<file path="config.mk">
export PLATFORM = sky130hd
export DESIGN_NAME = systolic_tile_top
export DESIGN_NICKNAME = d
export VERILOG_FILES = /design/src/rtl/systolic_tile_pkg.sv /design/src/rtl/systolic_tile_pe.sv /design/src/rtl/systolic_tile_tri_delay.sv /design/src/rtl/systolic_tile_array.sv /design/src/rtl/systolic_tile_seq.sv /design/src/rtl/systolic_tile_top.sv
export SDC_FILE = /design/constraint.sdc
export NUM_CORES = 2
export LEC_CHECK = 0
export CELL_PAD_IN_SITES_DETAIL_PLACEMENT = 0
export CELL_PAD_IN_SITES_GLOBAL_PLACEMENT = 2
export CORE_MARGIN = 4
export CORE_UTILIZATION = 48
export CTS_CLUSTER_SIZE = 20
export DETAILED_ROUTE_END_ITERATION = 10
export DONT_BUFFER_PORTS = 1
export PLACE_DENSITY = 0.93
export SLEW_MARGIN = 15
export SYNTH_ARGS = -nofsm -noshare
export SYNTH_HDL_FRONTEND = slang
export SYNTH_SLANG_ARGS = --single-unit
</file>
<file path="constraint.sdc">
create_clock -name clk -period 8.5 [get_ports clk]
set_input_delay 1.275 -clock clk [delete_from_list [all_inputs] [get_ports clk]]
set_output_delay 1.275 -clock clk [all_outputs]
set_load 0.02 [all_outputs]
</file>
<file path="src/rtl/systolic_tile_pkg.sv">
package systolic_tile_pkg;

  typedef enum logic [2:0] {
    PH_IDLE   = 3'd0,
    PH_LOADW  = 3'd1,
    PH_STREAM = 3'd2,
    PH_DRAIN  = 3'd3,
    PH_DONE   = 3'd4
  } tile_phase_e;

  // Delay applied to a lane of a triangular delay network.
  // Ascending: lane k waits k cycles. Mirrored: lane k waits LANES-1-k.
  function automatic int lane_delay(input int lane, input int lanes, input bit mirrored);
    return mirrored ? (lanes - 1 - lane) : lane;
  endfunction

  // Cycles from the acceptance of a row to its whole result row on the ports.
  function automatic int result_latency(input int n);
    return 2 * n - 1;
  endfunction

  // Index width that stays at least one bit for a single-entry range.
  function automatic int idx_width(input int count);
    return (count > 1) ? $clog2(count) : 1;
  endfunction

endpackage

</file>
<file path="src/rtl/systolic_tile_pe.sv">
module systolic_tile_pe #(
  parameter int DW = 8,
  parameter int AW = 20
) (
  input  logic                 clk,
  input  logic                 rst_n,
  input  logic                 w_load,
  input  logic signed [DW-1:0] w_in,
  input  logic signed [DW-1:0] a_in,
  input  logic signed [AW-1:0] p_in,
  output logic signed [AW-1:0] p_out
);
  localparam int PW = 2 * DW;

  logic signed [DW-1:0] w_q;

  // Sign-extended product added to the partial sum falling in from above.
  function automatic logic signed [AW-1:0] mac_step(
    input logic signed [AW-1:0] psum,
    input logic signed [DW-1:0] act,
    input logic signed [DW-1:0] wgt
  );
    logic signed [PW-1:0] prod;
    prod = act * wgt;
    return psum + AW'(prod);
  endfunction

  always_ff @(posedge clk or negedge rst_n) begin
    if (!rst_n) begin
      w_q   <= '0;
      p_out <= '0;
    end else begin
      if (w_load) w_q <= w_in;
      p_out <= mac_step(p_in, a_in, w_q);
    end
  end

endmodule

</file>
<file path="src/rtl/systolic_tile_tri_delay.sv">
module systolic_tile_tri_delay
  import systolic_tile_pkg::*;
#(
  parameter int LANES    = 4,
  parameter int W        = 8,
  parameter bit MIRRORED = 1'b0
) (
  input  logic               clk,
  input  logic               rst_n,
  input  logic [LANES*W-1:0] din,
  output logic [LANES*W-1:0] dout
);

  for (genvar k = 0; k < LANES; k++) begin : g_lane
    localparam int D = lane_delay(k, LANES, MIRRORED);
    if (D == 0) begin : g_pass
      assign dout[k*W +: W] = din[k*W +: W];
    end else begin : g_pipe
      logic [W-1:0] stage [D];
      always_ff @(posedge clk or negedge rst_n) begin
        if (!rst_n) begin
          for (int i = 0; i < D; i++) stage[i] <= '0;
        end else begin
          stage[0] <= din[k*W +: W];
          for (int i = 1; i < D; i++) stage[i] <= stage[i-1];
        end
      end
      assign dout[k*W +: W] = stage[D-1];
    end
  end

endmodule

</file>
<file path="src/rtl/systolic_tile_array.sv">
module systolic_tile_array #(
  parameter int N   = 4,
  parameter int DW  = 8,
  parameter int AW  = 20,
  parameter int LDW = 2
) (
  input  logic            clk,
  input  logic            rst_n,
  input  logic            w_en,
  input  logic [LDW-1:0]  w_sel,
  input  logic [N*DW-1:0] w_row,
  input  logic [N*DW-1:0] a_lanes,
  output logic [N*AW-1:0] p_bottom
);
  // a_h[i][j]: activation seen by cell (i,j); p_v[i][j]: partial sum entering cell (i,j)
  logic signed [DW-1:0] a_h [N][N];
  logic signed [AW-1:0] p_v [N+1][N];

  for (genvar j = 0; j < N; j++) begin : g_edge
    assign p_v[0][j]            = '0;
    assign p_bottom[j*AW +: AW] = p_v[N][j];
  end

  for (genvar i = 0; i < N; i++) begin : g_row
    assign a_h[i][0] = a_lanes[i*DW +: DW];
    for (genvar j = 0; j < N; j++) begin : g_col
      systolic_tile_pe #(.DW(DW), .AW(AW)) u_pe (
        .clk    (clk),
        .rst_n  (rst_n),
        .w_load (w_en && (w_sel == LDW'(i))),
        .w_in   (w_row[j*DW +: DW]),
        .a_in   (a_h[i][j]),
        .p_in   (p_v[i][j]),
        .p_out  (p_v[i+1][j])
      );
      // one-cycle hop of the activation to the east neighbour
      if (j < N - 1) begin : g_hop
        always_ff @(posedge clk or negedge rst_n) begin
          if (!rst_n) a_h[i][j+1] <= '0;
          else        a_h[i][j+1] <= a_h[i][j];
        end
      end
    end
  end

endmodule

</file>
<file path="src/rtl/systolic_tile_seq.sv">
module systolic_tile_seq
  import systolic_tile_pkg::*;
#(
  parameter int N   = 4,
  parameter int CW  = 8,
  parameter int CYW = 16,
  parameter int LDW = 2
) (
  input  logic           clk,
  input  logic           rst_n,
  input  logic           start,
  input  logic [CW-1:0]  row_count,
  input  logic           act_valid,
  output logic           w_ready,
  output logic [LDW-1:0] w_sel,
  output logic           act_ready,
  output logic           accept,
  output logic           res_valid,
  output logic           busy,
  output logic           done,
  output logic           wts_loaded,
  output logic [CYW-1:0] job_cycles
);
  localparam int LAT = result_latency(N);

  tile_phase_e    phase_q, phase_d;
  logic [LDW-1:0] ld_q;
  logic [CW-1:0]  m_q, acc_q, emit_q;
  logic [LAT-1:0] tag_q;
  logic [CYW-1:0] cyc_q;

  // named phase events
  logic job_go, load_last, stream_last, drain_last;

  assign w_ready   = (phase_q == PH_LOADW);
  assign act_ready = (phase_q == PH_STREAM);
  assign busy      = (phase_q == PH_LOADW) || (phase_q == PH_STREAM) || (phase_q == PH_DRAIN);
  assign done      = (phase_q == PH_DONE);
  assign accept    = act_valid && act_ready;
  assign res_valid = tag_q[LAT-1];
  assign w_sel     = ld_q;
  assign job_cycles = cyc_q;

  assign job_go      = (phase_q == PH_IDLE) && start;
  assign load_last   = w_ready && (ld_q == LDW'(N - 1));
  assign stream_last = accept && (acc_q == m_q - CW'(1));
  assign drain_last  = (phase_q == PH_DRAIN) && res_valid && (emit_q == m_q - CW'(1));

  always_comb begin
    phase_d = phase_q;
    unique case (phase_q)
      PH_IDLE:   if (job_go) phase_d = PH_LOADW;
      PH_LOADW:  if (load_last) phase_d = (m_q == '0) ? PH_DONE : PH_STREAM;
      PH_STREAM: if (stream_last) phase_d = PH_DRAIN;
      PH_DRAIN:  if (drain_last) phase_d = PH_DONE;
      PH_DONE:   phase_d = PH_IDLE;
      default:   phase_d = PH_IDLE;
    endcase
  end

  always_ff @(posedge clk or negedge rst_n) begin
    if (!rst_n) begin
      phase_q    <= PH_IDLE;
      ld_q       <= '0;
      m_q        <= '0;
      acc_q      <= '0;
      emit_q     <= '0;
      tag_q      <= '0;
      cyc_q      <= '0;
      wts_loaded <= 1'b0;
    end else begin
      phase_q <= phase_d;
      tag_q   <= (tag_q << 1) | LAT'(accept);
      if (job_go) begin
        m_q        <= row_count;
        ld_q       <= '0;
        acc_q      <= '0;
        emit_q     <= '0;
        cyc_q      <= '0;
        wts_loaded <= 1'b0;
      end else begin
        if (busy)      cyc_q  <= cyc_q + CYW'(1);
        if (w_ready)   ld_q   <= ld_q + LDW'(1);
        if (load_last) wts_loaded <= 1'b1;
        if (accept)    acc_q  <= acc_q + CW'(1);
        if (res_valid) emit_q <= emit_q + CW'(1);
      end
    end
  end

endmodule

</file>
<file path="src/rtl/systolic_tile_top.sv">
module systolic_tile_top
  import systolic_tile_pkg::*;
#(
  parameter int N   = 4,
  parameter int DW  = 8,
  parameter int AW  = 20,
  parameter int CW  = 8,
  parameter int CYW = 16
) (
  input  logic            clk,
  input  logic            rst_n,
  input  logic            start,
  input  logic [CW-1:0]   row_count,
  output logic            w_ready,
  input  logic [N*DW-1:0] w_row,
  input  logic            act_valid,
  output logic            act_ready,
  input  logic [N*DW-1:0] act_row,
  output logic            res_valid,
  output logic [N*AW-1:0] res_row,
  output logic            busy,
  output logic            done,
  output logic [CYW-1:0]  job_cycles
);
  localparam int LDW = idx_width(N);

  logic [LDW-1:0]  w_sel;
  logic            job_accept;
  logic            wts_loaded;
  logic [N*DW-1:0] a_gated;
  logic [N*DW-1:0] a_lanes;
  logic [N*AW-1:0] p_bottom;

  systolic_tile_seq #(.N(N), .CW(CW), .CYW(CYW), .LDW(LDW)) u_seq (
    .clk        (clk),
    .rst_n      (rst_n),
    .start      (start),
    .row_count  (row_count),
    .act_valid  (act_valid),
    .w_ready    (w_ready),
    .w_sel      (w_sel),
    .act_ready  (act_ready),
    .accept     (job_accept),
    .res_valid  (res_valid),
    .busy       (busy),
    .done       (done),
    .wts_loaded (wts_loaded),
    .job_cycles (job_cycles)
  );

  // Non-accepted cycles push a zero wavefront so the grid flushes cleanly.
  assign a_gated = job_accept ? act_row : '0;

  systolic_tile_tri_delay #(.LANES(N), .W(DW), .MIRRORED(1'b0)) u_skew (
    .clk   (clk),
    .rst_n (rst_n),
    .din   (a_gated),
    .dout  (a_lanes)
  );

  systolic_tile_array #(.N(N), .DW(DW), .AW(AW), .LDW(LDW)) u_grid (
    .clk      (clk),
    .rst_n    (rst_n),
    .w_en     (w_ready),
    .w_sel    (w_sel),
    .w_row    (w_row),
    .a_lanes  (a_lanes),
    .p_bottom (p_bottom)
  );

  systolic_tile_tri_delay #(.LANES(N), .W(AW), .MIRRORED(1'b1)) u_deskew (
    .clk   (clk),
    .rst_n (rst_n),
    .din   (p_bottom),
    .dout  (res_row)
  );

endmodule

</file>
==> flow_summary.json <==
{
  "dr_total_vias": 43200,
  "wl_met3_um": 5160,
  "crit_chain": "nor2_1, and3_2, buf_4, and2_1, nand2_1, fa_1, inv_1, fa_1, fa_1, inv_1, fa_1, inv_1, ha_1, or3_1, o21ai_0, nor3_1, a2111oi_2, a21oi_1, xnor2_1",
  "tns_ps": 0,
  "die_area_mm2": 0.158,
  "fill_cells": 13400,
  "path_clk_slew_ps": 60,
  "place.port_buffers": 0,
  "wl_um": 135000,
  "post_cts_buffers": 0,
  "ctsHoldBuffers": 0,
  "crit_path_frequent_cell": "fa_1",
  "dr.max_layer_used": "met4",
  "path_class": "reg2reg",
  "die_h_um": 397,
  "synth-compound-area-share_pct": 3.85,
  "hold_viol_final": 0,
  "initial_utilization_pct": 48.4,
  "cts_max_path_buffers": 3,
  "yosysSeqAreaShare_pct": 25.3,
  "relSlewSlack_pct": 11.7,
  "drv_slew": 0,
  "muxShareOfSynthArea_pct": 2.10,
  "synth.distinct_cells": 85,
  "synthArstFlopShare_pct": 100,
  "drive_above_1_share_pct": 4.81,
  "synthCells": 6783,
  "synth_area_mm2": 0.0727,
  "critical-path-top-delay-family": "adder cells",
  "grt_use_total_pct": 18.4,
  "slowest_stage": "and3_2",
  "via_per_inst": 4.88,
  "synth_common_cells": "inv_1, fa_1, dfrtp_1",
  "holdCritStartpoint": "u_deskew.g_lane[0].g_pipe.stage[53]",
  "min_period_ps": 6050,
  "yosys.area.top_type": "fa_1",
  "crit_buf_inv": 4,
  "wl_met1_um": 60200,
  "rsz0062_at_grt": "no",
  "finish.instance_area_mm2": 0.0779,
  "wl_met2_um": 66800,
  "cts_buffers": 91,
  "crit_fanout": 54,
  "die_w_um": 397,
  "ys_ff_latch": 736,
  "postSynthAreaPerCell_um2": 10.7,
  "antenna_found_initial": 6,
  "synth-simple-area-share_pct": 10.8,
  "fin_crit_sh_pct": 71.2,
  "clock-skew-final_ps": 31.9,
  "dpl-instance-area_mm2": 0.0745,
  "slowest_delay_ps": 730,
  "routabilityCongestion": 0.827,
  "num_rows": 142,
  "synth_flop_cell": "dfrtp_1",
  "endpoint_kind": "flip-flop",
  "outcome": "finished clean",
  "first_global_vias": 47500,
  "ys_top_cells_by_area": "fa_1, dfrtp_1, ha_1",
  "cts_tree": "done",
  "worstPathRequired_ps": 9070,
  "synth-adder-area-share_pct": 44.4,
  "clkSinkCount": 736,
  "synth.net_count": 8711,
  "drv_cap": 0,
  "synth_most_common_cell": "inv_1",
  "htree_levels": 3,
  "ios": 177,
  "wl_per_cell_um": 15.3,
  "drt_first_pass_iters": 8,
  "synth_top_area_share_pct": 33.4,
  "grt.overflow.total": 0,
  "grt_max_degree": 737,
  "first_iter_violations": 1873,
  "cp.arrival_ps": 6620,
  "startpoint_type": "flip-flop",
  "fmax_ghz": 0.165,
  "dp_hpwl_um": 110000,
  "cts_resized": 0,
  "core_mm2": 0.150,
  "worst_slew_pin_slew_ps": 1330,
  "insertion_delay_ps": 700,
  "syn_to_final_growth_pct": 7.18,
  "synth_top_family_by_area": "adder cells",
  "root_buffer": "clkbuf_16",
  "drc": 0,
  "synth_xor_area_share_pct": 3.80,
  "setup_viol": 0,
  "synth-warning-count": 0,
  "synth_edf_count": 0,
  "hold_path.class": "reg2reg",
  "grt_pass1_wl_um": 237000,
  "regToRegStartpoint": "u_seq.phase_q[2]",
  "drtAntennaViolNets": 0,
  "crit_start": "u_seq.phase_q[2]",
  "nNetsFinal": 8673
}
## final cells by class
type | instances | area [um^2] | area share (%)
repair buffers | 8 | 140 | 0.180
clock buffers | 113 | 2510 | 3.22
well taps | 2016 | 2520 | 3.24
clock inverters | 59 | 797 | 1.02
diodes | 4 | 10.0 | 0.0128
multi-input cells | 4221 | 47200 | 60.6
flip-flops and latches | 736 | 18400 | 23.6
inverters | 1687 | 6330 | 8.13
## flip-flops by register name (all words and copies together) (netlist names)
name	flops
u_seq.phase_q	3
u_seq.acc_q	8
u_grid.a_h	96
u_skew.g_lane.g_pipe.stage	32
u_grid.g_row.g_col.u_pe.w_q	128
u_seq.job_cycles	16
u_seq.emit_q	8
u_skew.dout	16
u_deskew.dout	40
u_deskew.g_lane.g_pipe.stage	80
u_seq.tag_q	7
u_grid.g_row.g_col.u_pe.p_out	292
u_seq.m_q	8
u_seq.w_sel	2
## metrics by stage
step | hold WS, ps | worst slack [ps] | std cells | util (%)
4_1_cts | 239 | 2410 | 8836 | 51.8
3_5_place_dp | 335 | 1780 | 8664 | 49.6
2_1_floorplan | 331 | 2740 | 6783 | -
6_report | 335 | 2450 | 8844 | 51.9
3_3_place_gp | 332 | 1810 | 8664 | 49.6
5_1_grt | 348 | 1960 | 8840 | 51.9
## kinds of logic (layout without fill, tap and decap cells)
| group | count (synthesis) | count (layout) |
|---|---|---|
| AOI/OAI and AO/OA | 423 | 423 |
| xor gates and xnor gates | 311 | 311 |
| adders and majority gates | 1852 | 1852 |
| buffers and inverters | 1826 | 1867 |
| DFF | 736 | 736 |
| muxes | 136 | 136 |
| other | 0 | 4 |
| and+or+nand+nor | 1499 | 1499 |
## metal layers
metal / up-vias / global-route usage [%]
li1: 20200 / -
met1: 22300 / 24.6
met2: 545 / 32.0
met3: 156 / 2.74
met4: 0 / 3.83
met5: - / 0
## worst register-to-register path, delay by kind of cell, from the launching register on
kind	cells	cell delay (ps)
buffers and inverters	4	620
adder cells (fa/ha/maj)	5	2180
AO/OA/AOI/OAI	3	720
AND/OR/NAND/NOR	6	1810
XOR/XNOR	1	140
flip-flops	1	460
## placed cells by master (no fill, tap or decap), types with 81 or more instances in the layout
master / netlist / layout
nor2b_1: 81 / 81
clkbuf_16: 0 / 91
nand2_1: 453 / 453
and2_1: 550 / 550
fa_1: 1212 / 1212
ha_1: 640 / 640
a21oi_1: 113 / 113
xnor2_1: 245 / 245
nor2_1: 151 / 151
dfrtp_1: 736 / 736
inv_1: 1686 / 1686
mux2_2: 126 / 126
## path summary, 6_finish.rpt
kind                                                           endpoint  slack [ps]  depth (start not counted)
worst max-delay path            u_grid.g_row[0].g_col[0].u_pe.p_out[15]        2450                         19
worst min-delay path                u_deskew.g_lane[0].g_pipe.stage[33]         330                          0
worst max register to register  u_grid.g_row[0].g_col[0].u_pe.p_out[15]        2450                         19
worst min register to register      u_deskew.g_lane[0].g_pipe.stage[33]         330                          0
max in group asynchronous       u_grid.g_row[2].g_col[0].u_pe.p_out[19]        6120                          2
min in group asynchronous       u_grid.g_row[3].g_col[3].u_pe.p_out[16]         710                          1
Power is left out: the tool's default activity adds up to more than one toggle a clock period on the data nets, which glitch-free logic cannot reach.
